File: src/rtl/trig_match_pkg.sv
package trig_match_pkg;
  localparam int unsigned OP_W    = 4;
  localparam int unsigned OP_LAST = 8;

  typedef enum logic [OP_W-1:0] {
    OP_ANY    = 4'd0,
    OP_IFETCH = 4'd1,
    OP_VFETCH = 4'd2,
    OP_DRD    = 4'd3,
    OP_DWR    = 4'd4,
    OP_SRD    = 4'd5,
    OP_SWR    = 4'd6,
    OP_DMARD  = 4'd7,
    OP_DMAWR  = 4'd8
  } bus_op_e;
endpackage

File: src/rtl/trig_field_cmp.sv
module trig_field_cmp #(
  parameter int unsigned ADDR_W = 32,
  parameter int unsigned DATA_W = 16
) (
  input  logic [ADDR_W-1:0] bus_addr,
  input  logic [DATA_W-1:0] bus_data,
  input  logic [ADDR_W-1:0] cfg_addr,
  input  logic [DATA_W-1:0] cfg_pattern,
  input  logic [DATA_W-1:0] cfg_mask,
  output logic              addr_hit,
  output logic              data_hit
);
  logic [DATA_W-1:0] bit_ok;

  // Each data lane passes if it is excluded or agrees with the pattern.
  for (genvar i = 0; i < DATA_W; i++) begin : g_lane
    assign bit_ok[i] = cfg_mask[i] | (bus_data[i] ~^ cfg_pattern[i]);
  end

  assign addr_hit = (bus_addr == cfg_addr);
  assign data_hit = &bit_ok;
endmodule

File: src/rtl/trig_op_sel.sv
module trig_op_sel
  import trig_match_pkg::*;
(
  input  logic [OP_W-1:0] bus_op,
  input  logic [OP_W-1:0] cfg_op,
  output logic            op_hit
);
  logic [OP_LAST:1] code_hit;

  // One comparator per defined operation code; unlisted codes select nothing.
  for (genvar c = 1; c <= OP_LAST; c++) begin : g_code
    assign code_hit[c] = (cfg_op == OP_W'(c)) && (bus_op == OP_W'(c));
  end

  assign op_hit = (cfg_op == OP_ANY) || (|code_hit);
endmodule

File: src/rtl/trig_pulse_gen.sv
module trig_pulse_gen #(
  parameter int unsigned PULSE_MAX = 16,
  localparam int unsigned LEN_W    = $clog2(PULSE_MAX),
  localparam int unsigned CNT_W    = $clog2(PULSE_MAX + 1)
) (
  input  logic             clk,
  input  logic             rst_n,
  input  logic             fire,
  input  logic [LEN_W-1:0] len_m1,
  output logic             pulse
);
  logic [CNT_W-1:0] remain;

  // A fire reloads the full length, so the count restarts on every new fire.
  always_ff @(posedge clk or negedge rst_n) begin
    if (!rst_n) begin
      remain <= '0;
    end else if (fire) begin
      remain <= CNT_W'(len_m1) + CNT_W'(1);
    end else if (remain != '0) begin
      remain <= remain - CNT_W'(1);
    end
  end

  assign pulse = (remain != '0);
endmodule

File: src/rtl/trig_matcher.sv
module trig_matcher
  import trig_match_pkg::*;
#(
  parameter int unsigned ADDR_W    = 32,
  parameter int unsigned DATA_W    = 16,
  parameter int unsigned PULSE_MAX = 16,
  localparam int unsigned LEN_W    = $clog2(PULSE_MAX)
) (
  input  logic              clk,
  input  logic              rst_n,
  input  logic              bus_vld,
  input  logic [ADDR_W-1:0] bus_addr,
  input  logic [DATA_W-1:0] bus_data,
  input  logic [OP_W-1:0]   bus_op,
  input  logic [ADDR_W-1:0] cfg_addr,
  input  logic [DATA_W-1:0] cfg_pattern,
  input  logic [DATA_W-1:0] cfg_mask,
  input  logic [OP_W-1:0]   cfg_op,
  input  logic [LEN_W-1:0]  cfg_plen_m1,
  output logic              trig_stb,
  output logic              trig_out
);
  logic addr_hit;
  logic data_hit;
  logic op_hit;
  logic cyc_match;
  logic stb_q;

  trig_field_cmp #(
    .ADDR_W (ADDR_W),
    .DATA_W (DATA_W)
  ) u_fields (
    .bus_addr    (bus_addr),
    .bus_data    (bus_data),
    .cfg_addr    (cfg_addr),
    .cfg_pattern (cfg_pattern),
    .cfg_mask    (cfg_mask),
    .addr_hit    (addr_hit),
    .data_hit    (data_hit)
  );

  trig_op_sel u_op (
    .bus_op (bus_op),
    .cfg_op (cfg_op),
    .op_hit (op_hit)
  );

  assign cyc_match = bus_vld && addr_hit && data_hit && op_hit;

  always_ff @(posedge clk or negedge rst_n) begin
    if (!rst_n) stb_q <= 1'b0;
    else        stb_q <= cyc_match;
  end

  trig_pulse_gen #(
    .PULSE_MAX (PULSE_MAX)
  ) u_pulse (
    .clk    (clk),
    .rst_n  (rst_n),
    .fire   (cyc_match),
    .len_m1 (cfg_plen_m1),
    .pulse  (trig_out)
  );

  assign trig_stb = stb_q;
endmodule

File: config.mk
export PLATFORM = sky130hd
export DESIGN_NAME = trig_matcher
export DESIGN_NICKNAME = d
export VERILOG_FILES = /design/src/rtl/trig_match_pkg.sv /design/src/rtl/trig_field_cmp.sv /design/src/rtl/trig_op_sel.sv /design/src/rtl/trig_pulse_gen.sv /design/src/rtl/trig_matcher.sv
export SDC_FILE = /design/constraint.sdc
export NUM_CORES = 1
export LEC_CHECK = 0
export BUFFER_PORTS_ARGS = -buffer_cell sky130_fd_sc_hd__clkbuf_2
export CORE_MARGIN = 4
export CORE_UTILIZATION = 35
export CTS_CLUSTER_DIAMETER = 150
export DETAILED_ROUTE_END_ITERATION = 10
export PLACE_DENSITY = 0.83
export SYNTH_ARGS = -nofsm -noshare
export SYNTH_HDL_FRONTEND = slang
export SYNTH_SLANG_ARGS = --single-unit
File: constraint.sdc
create_clock -name clk -period 2.1 [get_ports clk]
set_clock_uncertainty 0.15 [all_clocks]
set_input_delay 0.315 -clock clk [delete_from_list [all_inputs] [get_ports clk]]
set_output_delay 0.315 -clock clk [all_outputs]
set_load 0.01 [all_outputs]
-- Yosys cells after proc, flatten, opt, wreduce, memory -nomap -nowiden
Index checks and enable logic that the tools add are counted.
Widths: inputs -> output; s select.
- muxes and demuxes: 2
- bitwise operators: 32
- add/sub/neg operators: 2
- equality and inequality tests: 17
- reductions and logical operators: 17
- operators with widths (cell ; number):
    $eq 32x32->1 ; 1
    $eq 4x3->1 const B ; 8
    $eq 4x2->1 const B ; 4
    $or 1x1->1 ; 16
    $reduce_and 16->1 ; 1
    $xnor 1x1->1 ; 16
    $logic_and 1x1->1 ; 11
    $mux 5 ; 2
    $eq 4x1->1 const B ; 2
    $eq 4x4->1 const B ; 2
    $reduce_or 8->1 ; 1
    $add 4x1->5 const B ; 1
    $reduce_bool 5->1 ; 1
    $sub 5x1->5 const B ; 1
    $logic_not 4->1 ; 1
    $reduce_bool 2->1 ; 1
    $logic_or 1x1->1 ; 1
- bits in registers: 6
- input port bits: 127
- output and inout bits: 2
- logic and storage cells: 72

-- Logic depth before layout (Yosys ltp)
Gate-level depths: netlist (run 1).
- depth in word-level cells: 6
- depth in mapped cells: 7
- gate-level depth less buffers: 7

-- Hierarchy
A second synthesis (run 1) with hierarchy kept.
- cell total of the unflattened synthesis: 116
- area, all modules: 1002.2 um2
- modules (own cells, without submodules) (module ; cells each ; sequential area each (um2) ; area an instance (um2) ; instances):
    trig_field_cmp ; 70 ; 0.0 ; 555.5 ; 1
    trig_pulse_gen ; 32 ; 125.1 ; 332.8 ; 1
    trig_op_sel ; 12 ; 0.0 ; 80.1 ; 1
    trig_matcher ; 2 ; 25.0 ; 33.8 ; 1

-- Worst setup path after synthesis (run 1)
No wires, ideal clock.
- path type: input port to flip-flop
- start point: input cfg_addr[11]
- end point: register u_pulse.remain[1]
- arrival time: 1.798 ns
- setup slack: 0.027 ns
- data required time: 1.825 ns
- setup time: 0.125 ns
- stages on the path: 6
- buffers on the path: 0
- path through: xnor2_1 -> nand2_1 -> a2111oi_0 -> nand4_1 -> nor4_4 -> mux2_4
- cells in the longest elaborated chain, start to end: 5
- elaborated cells on any way between the ends: 6
- classes of those cells: eq/ne: 1; mux: 1; reduce/logical: 4
- RTL lines (element ; RTL line ; source):
    start: declaration ; trig_matcher.sv:15 ; input logic [ADDR_W-1:0] cfg_addr,
    $eq 32x32->1 (*) ; trig_field_cmp.sv:20 ; assign addr_hit = (bus_addr == cfg_addr);
    $logic_and 1x1->1 (*) (3 in series) ; trig_matcher.sv:48 ; assign cyc_match = bus_vld && addr_hit && data_hit && op_hit;
    $mux 5 / $reduce_bool 2->1 (equally long branches) ; n/a ;
    end signal: assignment ; trig_pulse_gen.sv:19 ; remain <= CNT_W'(len_m1) + CNT_W'(1);
    end signal: assignment ; trig_pulse_gen.sv:21 ; remain <= remain - CNT_W'(1);
    end: declaration ; trig_pulse_gen.sv:12 ; logic [CNT_W-1:0] remain;
Mark *: on every way between the ends. The rest lies on a longest branch, timed or not.
A chain may end at the register's enable or synchronous reset.

-- Final worst setup path (run 1)
- start point: input cfg_addr[0]
- end point: register u_pulse.remain[0]
The elaborated chain is that of the path after synthesis.

==> run_results.csv, run 1 <==
group,metric,value,unit
outcome,status,"completed",
timing,setup_viol,0,
power,p_leak,0.985,nW
floorplan,die_area,0.00436,mm2
timing,slew_violations,0,
finish,layout-drive-gt1-share,48.3,%
finish,stdcell_area,0.00198,mm2
setup_path,cp.required,2100,ps
synth,syn-num-nets,285,
job,drv_cap,0,
finish,fin_nets,428,
setup_path,regToRegSetupSlack,420,ps
drt,dr.pass1.iters,4,
timing,final_hold_viol_count,0,
finish,insertedDiodeCount,0,
synth,synth.distinct_cells,27,
global_route,grt_max_degree,7,
floorplan,start_util,37.7,%
global_route,grt_overflow_total,0,
clock_tree,clk_pin_slew,40,ps
synth,ys_seq_elements,6,
setup_path,critPathKind,"in -> reg",
timing,rsz0062_at_grt,"no",
global_route,grt_pass1_wl,6730,um
clock_tree,postCtsSetupBuffers,0,
worst_hold_path,min_path_type,"in -> reg",
setup_path,arrival,1910,ps
clock_tree,root_buffer,"clkbuf_4",
synth,yosys_warnings,0,
synth,post_synth_instance_area,0.00118,mm2
drt,vias_per_cell,4.68,
synth,seq_area_frac_synth,12.7,%
global_route,grt_pass1_vias,1683,
placement,dp_hpwl,4140,um
floorplan,io_pins,129,
global_route,busiest_layer,"met2",
power,power.density,277,mW/mm2
drt,drt_wl_total,4250,um
setup_path,path_max_fanout,4,
floorplan,die_h,66.1,um
timing,period_needed,1910,ps
global_route,use_met2,39.0,%
drt,wire_per_inst,12.5,um
floorplan,die_w,66.1,um
drt,drt_iter0_drc,36,
global_route,track_usage,19.4,%
synth,synth_area_per_cell,7.61,um2
floorplan,row_count,20,
floorplan,core_area,0.00313,mm2
global_route,antenna_found_initial,0,
drt,ant_nets,0,
clock_tree,numCtsBuffers,3,
timing,fmax,522,MHz
clock_tree,cts_tree,"done",
placement,io_buffer_count,128,
synth,syn_inst,155,
clock_tree,clk_latency,240,ps
setup_path,crit_path_start_kind,"primary input",
finish,post-route-util,63.4,%
placement,place.gp.congestion,0.805,
timing,maxSlewHeadroom,75.5,%
power,irDropWorstVdd,0.127,mV
finish,syn2layout_area_growth,68.0,%
clock_tree,h-tree-depth,1,
timing,tightest_slew,368,ps
clock_tree,numClockSinks,6,
clock_tree,clockBufferDepth,2,
global_route,met3_usage,2.72,%
placement,dpl_cell_area,0.00194,mm2
timing,fin_crit_sh,91.2,%
drt,via_count,1591,
global_route,met1_usage,21.0,%
drt,drcViolationCount,0,
setup_path,cp-end-kind,"register",
==> metrics by stage <==
| stage | std cells | total power [mW] | TNS (ps) | setup slack [ps] | hold WS, ps |
|---|---|---|---|---|---|
| floorplan | 155 | 0.266 | 0 | 27.2 | -131 |
| global placement | 336 | 0.443 | -145 | -32.2 | -7.49 |
| global route | 340 | 0.596 | 0 | 48.3 | 193 |
| finish | 340 | 0.549 | 0 | 185 | 173 |
| CTS | 340 | 0.550 | 0 | 70.9 | 180 |
| detailed placement | 336 | 0.449 | -1040 | -238 | -4.81 |
==> synthesized netlist by cell type <==
master	number	area (um2)
nand4_1	11	68.8
dfrtp_1	6	150
or2b_1	2	15.0
nor4b_1	1	8.76
nand2b_1	1	6.26
nor2_1	19	71.3
ha_1	3	37.5
inv_1	4	15.0
a2111oi_0	1	8.76
mux2i_1	5	50.1
a41oi_1	1	8.76
nor4_1	8	50.1
o22ai_1	2	12.5
a21oi_1	5	25.0
nand2_1	12	45.0
nor4bb_1	1	10.0
xnor2_1	46	403
nor4_4	1	21.3
o211ai_1	1	7.51
or3_1	1	6.26
mux2_4	1	15.0
nor2b_1	1	6.26
nand3_1	5	25.0
xor2_1	6	52.6
nor3_1	7	35.0
nand3b_1	2	15.0
o21ai_0	2	10.0
==> registers in the layout, summed over array words and instances (netlist names) <==
register        count
trig_stb            1
u_pulse.remain      5
==> logic make-up (layout without fill, tap and decap cells) <==
logic type / count (synthesis) / in the layout / synth area share (%)
AND/OR/NAND/NOR: 72 / 72 / 32.6
multiplexers: 6 / 6 / 5.51
adder cells (fa/ha/maj): 3 / 3 / 3.18
buffers and inverters: 4 / 145 / 1.27
AO/OA/AOI/OAI: 12 / 12 / 6.15
XOR/XNOR: 52 / 52 / 38.6
flip-flops: 6 / 6 / 12.7
==> cell usage in the layout (no fill, tap or decap), types with 6 or more instances in the layout <==
| master | instances |
|---|---|
| nor2_1 | 19 |
| nand4_1 | 11 |
| xor2_1 | 6 |
| xnor2_1 | 46 |
| nor4_1 | 8 |
| buf_4 | 9 |
| nor3_1 | 7 |
| dfrtp_1 | 6 |
| nand2_1 | 12 |
| clkbuf_2 | 128 |
==> power breakdown <==
group	internal [mW]	leakage (nW)	switching, mW
clock network	0.0642	0.0138	0.0356
logic	0.190	0.887	0.143
registers	0.116	0.0839	0.0000000000153
==> metal layers <==
layer / routed length, um / vias up
met2: 2320 / 74
met1: 1530 / 678
met4: 53 / 0
li1: - / 832
met5: 0 / -
met3: 342 / 7
==> area by class of cell <==
cell class	count	area [um2]
flip-flops and latches	6	150
inverters	4	15.0
repair buffers	138	718
fillers	284	1150
multi-input cells	145	1020
well taps	44	55.1
clock buffers	3	22.5
==> path summary, 6_finish.rpt <==
check	from	to	depth (start not counted)
worst max-delay path	cfg_addr[0]	u_pulse.remain[0]	8
worst min-delay path	cfg_plen_m1[0]	u_pulse.remain[0]	2
worst max register to register	u_pulse.remain[0]	u_pulse.remain[1]	7
worst min register to register	u_pulse.remain[3]	u_pulse.remain[3]	2
max in group asynchronous	rst_n	trig_stb	2
min in group asynchronous	rst_n	u_pulse.remain[4]	2
==> worst max-delay path: stages <==
cell and delay (ps):
clkbuf_2 80, xnor2_1 220, o211ai_1 160, a2111oi_2 260
nand4_1 200, nor4_4 280, buf_4 200, mux2i_1 190
==> what timing repair did <==
| item | CTS | global route |
|---|---|---|
| cloned | 0 | 0 |
| resized for setup | 1 | 1 |
| hold buffers | 1 | 0 |
| pin swaps | 0 | 2 |
| endpoints found under the setup margin | 1 | 1 |
| endpoints found under the hold margin | 6 | 0 |
Note: power is estimated with default switching activity, not from simulation.
==> run 2, diff against run 1 <==
--- a/config.mk
+++ b/config.mk
@@ -10,6 +10,7 @@
 export CORE_UTILIZATION = 35
 export CTS_CLUSTER_DIAMETER = 150
 export DETAILED_ROUTE_END_ITERATION = 10
+export GPL_ROUTABILITY_DRIVEN = 0
 export PLACE_DENSITY = 0.83
 export SYNTH_ARGS = -nofsm -noshare
 export SYNTH_HDL_FRONTEND = slang
==> constraint.sdc (replaced) <==
create_clock -name clk -period 2.1 [get_ports clk]
set_clock_uncertainty 0.15 [all_clocks]
set_input_delay 0 -clock clk [delete_from_list [all_inputs] [get_ports clk]]
set_output_delay 0 -clock clk [all_outputs]
set_load 0.01 [all_outputs]
==> run_results.csv, run 2 (synthesis results as in run 1) <==
group,metric,value,unit
timing,tightest_slew,369,ps
job,drv_cap,0,
finish,stdcell_area,0.00198,mm2
floorplan,core_area,0.00313,mm2
floorplan,die_area,0.00436,mm2
timing,tns,0,ps
setup_path,cp.required,2110,ps
clock_tree,cts_tree,"done",
setup_path,critPathKind,"in -> reg",
finish,final_common_cell,"clkbuf_2",
floorplan,die_h,66.1,um
global_route,grt_overflow_total,0,
placement,dpl_cell_area,0.00188,mm2
power,p_leak,0.969,nW
power,irDropWorstVdd,0.124,mV
drt,drt_iter0_drc,27,
global_route,grt_pass1_vias,1706,
setup_path,critical_path.top_delay_family,"buffers and inverters",
finish,final_cell_mix,"clkbuf_2 (128), xnor2_1 (46), nor2_1 (19)",
clock_tree,numCtsBuffers,3,
drt,dr.pass1.iters,4,
timing,final_hold_viol_count,0,
setup_path,path_max_fanout,4,
timing,maxSlewHeadroom,75.4,%
drt,drcViolationCount,0,
outcome,status,"completed",
finish,top_register,"u_pulse.remain",
setup_path,max_stage_delay,530,ps
timing,setup_viol,0,
setup_path,crit_path_top_delay_cell,"dlygate4sd3_1",
finish,nFillCells,287,
drt,vias_per_cell,4.74,
floorplan,row_count,20,
worst_hold_path,min_path_type,"in -> reg",
timing,slew_violations,0,
drt,ant_nets,0,
finish,syn2layout_area_growth,68.0,%
drt,via_count,1601,
clock_tree,clk_latency,240,ps
global_route,track_usage,20.3,%
power,power.density,274,mW/mm2
global_route,grt_max_degree,7,
clock_tree,clockBufferDepth,2,
clock_tree,root_buffer,"clkbuf_4",
clock_tree,clk_pin_slew,40,ps
placement,io_buffer_count,128,
clock_tree,numClockSinks,6,
finish,insertedDiodeCount,0,
timing,period_needed,1890,ps
finish,layout-drive-gt1-share,45.9,%
clock_tree,h-tree-depth,1,
floorplan,die_w,66.1,um
setup_path,cp-end-kind,"register",
placement,dp_hpwl,4050,um
setup_path,path_buf_inv,3,
global_route,grt_pass1_wl,6910,um
drt,drt_wl_total,4350,um
timing,fin_crit_sh,90.2,%
global_route,antenna_found_initial,0,
finish,largest_reg_flops,5,
timing,rsz0062_at_grt,"no",
setup_path,crit_path_start_kind,"primary input",
floorplan,io_pins,129,
drt,wire_per_inst,12.9,um
setup_path,cp_cell_sequence,"dlygate4sd3_1 -> clkbuf_2 -> o211ai_1 -> a2111oi_2 -> nand4_1 -> nor4_4 -> buf_4 -> mux2i_1",
setup_path,arrival,1900,ps
finish,fin_nets,426,
floorplan,start_util,37.7,%
timing,fmax,528,MHz
## run 2: cell count changes in the layout (fill, tap and decap cells not counted)
cell | before | now
buf_4 | 9 | 1
dlygate4sd3_1 | 1 | 7
## run 2: final timing paths
kind | start | end | slack, ps | cells past startpoint
worst max-delay path | bus_vld | u_pulse.remain[2] | 210 | 8
worst min-delay path | cfg_plen_m1[1] | u_pulse.remain[1] | 8 | 3
worst max register to register | u_pulse.remain[0] | u_pulse.remain[1] | 410 | 7
worst min register to register | u_pulse.remain[3] | u_pulse.remain[3] | 450 | 2
max in group asynchronous | rst_n | u_pulse.remain[1] | 1040 | 3
min in group asynchronous | rst_n | u_pulse.remain[4] | 540 | 3
## run 2: cell type report
class	instances	area (um2)	share of cell area, %
multi-input cells	145	1020	51.5
repair buffers	136	718	36.2
flip-flops and latches	6	150	7.58
well taps	44	55.1	2.78
clock buffers	3	22.5	1.14
inverters	4	15.0	0.758
## run 2: metrics by stage
step | total power [mW] | hold WS, ps | util, % | setup slack [ps] | instances
after floorplan | 0.266 | -446 | - | 342 | 155
after global placement | 0.424 | -322 | 60.2 | 275 | 328
after detailed placement | 0.429 | -320 | 60.2 | 60.9 | 328
after CTS | 0.545 | 5.27 | 63.2 | 41.3 | 338
after global routing | 0.593 | 5.88 | 63.4 | 54.2 | 338
final | 0.544 | 7.68 | 63.4 | 206 | 338
## run 2: timing repair
| action | in CTS | in global routing |
|---|---|---|
| hold buffers | 7 | 0 |
| endpoints found under the hold margin | 11 | 0 |
| setup buffers | 0 | 0 |
| endpoints found under the setup margin | 0 | 5 |
| resized for setup | 0 | 2 |
## run 2: worst reg2reg max path, cell delays in order, from the launching register on
cell,delay [ps]
dfrtp_1,400
inv_1,90
ha_1,180
nor2b_1,170
nand2_1,150
nor2_1,120
a21oi_1,50
mux2_4,270
## run 2: routing by layer
metal,part of all wire (%),wire (um),up-vias,GRT usage (%)
li1,-,-,829,-
met1,35,1510,699,20.1
met2,56,2460,71,41.6
met3,8.7,378,2,4.08
met4,0.21,9,0,5.33
met5,0,0,-,0
## run 2: power by group
| part | internal, mW | switching, mW |
|---|---|---|
| Clock | 0.0645 | 0.0399 |
| Combinational | 0.182 | 0.142 |
| Sequential | 0.116 | 0.0000000000165 |
==> run 3, diff against run 2 <==
--- a/config.mk
+++ b/config.mk
@@ -5,13 +5,14 @@
 export SDC_FILE = /design/constraint.sdc
 export NUM_CORES = 1
 export LEC_CHECK = 0
-export BUFFER_PORTS_ARGS = -buffer_cell sky130_fd_sc_hd__clkbuf_2
+export ABC_AREA = 1
 export CORE_MARGIN = 4
-export CORE_UTILIZATION = 35
+export CORE_UTILIZATION = 45
 export CTS_CLUSTER_DIAMETER = 150
 export DETAILED_ROUTE_END_ITERATION = 10
+export DONT_BUFFER_PORTS = 1
 export GPL_ROUTABILITY_DRIVEN = 0
-export PLACE_DENSITY = 0.83
+export PLACE_DENSITY = 0.61
 export SYNTH_ARGS = -nofsm -noshare
 export SYNTH_HDL_FRONTEND = slang
 export SYNTH_SLANG_ARGS = --single-unit
==> run_results.csv, run 3 <==
group,metric,value,unit
timing,maxSlewHeadroom,77.3,%
placement,dpl_cell_area,0.00195,mm2
synth,synth_edf_count,0,
setup_path,crit_path_top_delay_cell,"dfrtp_1",
clock_tree,h-tree-depth,1,
floorplan,start_util,46.9,%
synth,synth_area_per_cell,4.63,um2
drt,ant_nets,0,
clock_tree,clk_latency,230,ps
placement,placed_cells,458,
drt,vias_per_cell,4.74,
floorplan,die_w,72.8,um
timing,fin_crit_sh,80.9,%
setup_path,max_stage_delay,380,ps
job,drv_cap,0,
setup_path,arrival,1660,ps
setup_path,cp-end-kind,"register",
synth,post_synth_instance_area,0.00189,mm2
synth,syn-num-nets,538,
clock_tree,numCtsBuffers,3,
global_route,grt_overflow_total,0,
finish,final_common_cell,"nand2_1",
drt,drt_wl_total,5200,um
drt,dr.pass1.iters,4,
setup_path,cp.required,2060,ps
drt,wire_per_inst,11.1,um
setup_path,critical_path.top_delay_family,"simple AND/OR/NAND/NOR gates",
floorplan,die_area,0.00530,mm2
synth,synthArstFlopShare,100,%
synth,yosys_warnings,0,
timing,tightest_slew,335,ps
setup_path,critPathKind,"reg -> reg",
finish,fin_nets,550,
clock_tree,numClockSinks,6,
global_route,grt_max_degree,11,
timing,tns,0,ps
floorplan,row_count,23,
global_route,grt_pass1_vias,2051,
outcome,violations,"hold timing",
finish,syn2layout_area_growth,9.21,%
finish,largest_reg_flops,5,
timing,fmax,588,MHz
setup_path,startpoint,"u_pulse.remain[0]",
floorplan,io_pins,129,
setup_path,crit_top_cell,"nand2_1",
finish,insertedDiodeCount,0,
timing,period_needed,1700,ps
worst_hold_path,hold_start,"cfg_op[1]",
outcome,status,"finished with violations",
placement,io_buffer_count,0,
finish,final_cell_mix,"nand2_1 (175), inv_1 (87), nor2_1 (69)",
synth,synth.most_common_cell,"nand2_1",
synth,seq_area_frac_synth,7.95,%
global_route,track_usage,18.6,%
timing,layout_setup_ws,401,ps
setup_path,path_max_fanout,4,
setup_path,crit_path_start_kind,"register",
synth,ys_top_cells_by_count,"nand2_1 (175), inv_1 (87), nor2_1 (69)",
timing,final_hold_viol_count,1,
clock_tree,cts_tree,"done",
setup_path,cp_cell_sequence,"inv_1 -> ha_1 -> inv_1 -> nor2_1 -> nand2_1 -> inv_1 -> or2_2 -> nand2_1 -> nand2_1 -> nand2_1",
finish,nFillCells,450,
drt,drcViolationCount,0,
setup_path,reg2reg_from,"u_pulse.remain[0]",
synth,ys_seq_elements,6,
timing,rsz0062_at_grt,"no",
finish,top_register,"u_pulse.remain",
finish,post-route-util,51.2,%
drt,drt_iter0_drc,98,
placement,dp_hpwl,4730,um
clock_tree,root_buffer,"clkbuf_8",
power,p_leak,1.38,nW
clock_tree,clk_pin_slew,40,ps
drt,via_count,2217,
finish,layout-drive-gt1-share,2.87,%
finish,final_cell_count_no_fill,468,
global_route,antenna_found_initial,0,
power,power.density,267,mW/mm2
floorplan,die_h,72.8,um
timing,whs,-9.20,ps
floorplan,core_area,0.00403,mm2
timing,slew_violations,0,
placement,dp_slack,411,ps
power,irDropWorstVdd,0.111,mV
synth,ys_top_cells_by_area,"nand2_1 (35%), inv_1 (17%), nor2_1 (14%)",
clock_tree,clockBufferDepth,2,
worst_hold_path,min_path_type,"in -> reg",
synth,synth.distinct_cells,26,
global_route,grt_pass1_wl,7990,um
setup_path,path_buf_inv,3,
synth,synth_ff_type,"dfrtp_1",
synth,yosys.area.top_type,"nand2_1",
timing,setup_viol,0,
synth,synth_top_area_share,34.8,%
synth,syn_inst,408,
finish,stdcell_area,0.00206,mm2
[run 3: kinds of logic after synthesis]
logic type	synth area share (%)
xor gates and xnor gates	6.49
AOI/OAI and AO/OA	5.63
DFF	7.95
buffers and inverters	17.5
adders and majority gates	1.99
and+or+nand+nor	60.4
[run 3: layout make-up]
type | count | area [um2] | share of cell area [%]
multi-input cells | 314 | 1410 | 68.3
clock buffers | 3 | 41.3 | 2.00
inverters | 88 | 330 | 16.0
flip-flops and latches | 6 | 150 | 7.28
repair buffers | 7 | 70.1 | 3.40
well taps | 50 | 62.6 | 3.03
[run 3: worst paths after layout]
check / endpoint / slack (ps) / cells past startpoint
worst max-delay path: u_pulse.remain[1] / 400 / 10
worst min-delay path: u_pulse.remain[2] / -9 / 6
worst max register to register: u_pulse.remain[1] / 400 / 10
worst min register to register: u_pulse.remain[1] / 430 / 2
max in group asynchronous: u_pulse.remain[2] / 1100 / 2
min in group asynchronous: u_pulse.remain[4] / 480 / 2
[run 3: power by group]
group          leakage (nW)  total [mW]  switching (mW)  internal [mW]
logic                  1.27       0.256           0.144          0.112
clock network        0.0216       0.178          0.0545          0.124
registers            0.0839       0.116    0.0000000908          0.116
[run 3: metal layers]
layer	vias to the layer above	GRT usage [%]	wire, um
met5	-	0	0
met4	0	3.07	39
met3	5	3.03	491
met2	84	37.1	2730
met1	913	20.5	1940
li1	1215	-	-
[run 3: metrics by stage]
step	power, mW	hold WS [ps]
6_report	0.551	-9.20
5_1_grt	0.609	39.6
4_1_cts	0.557	3.46
3_5_place_dp	0.362	-445
3_3_place_gp	0.359	-445
2_1_floorplan	0.322	-446
[run 3: tightest hold or removal path, cell delays in order]
cell     delay, ps
o21ai_0         50
nand3_1         70
nor2_1          50
nand3_1         70
nand2_1         50
inv_1           40
[run 3: repair_timing]
| action | CTS | global route |
|---|---|---|
| setup buffers | 0 | 0 |
| resized for setup | 0 | 0 |
| hold buffers | 7 | 0 |
| hold endpoints to repair | 11 | 0 |
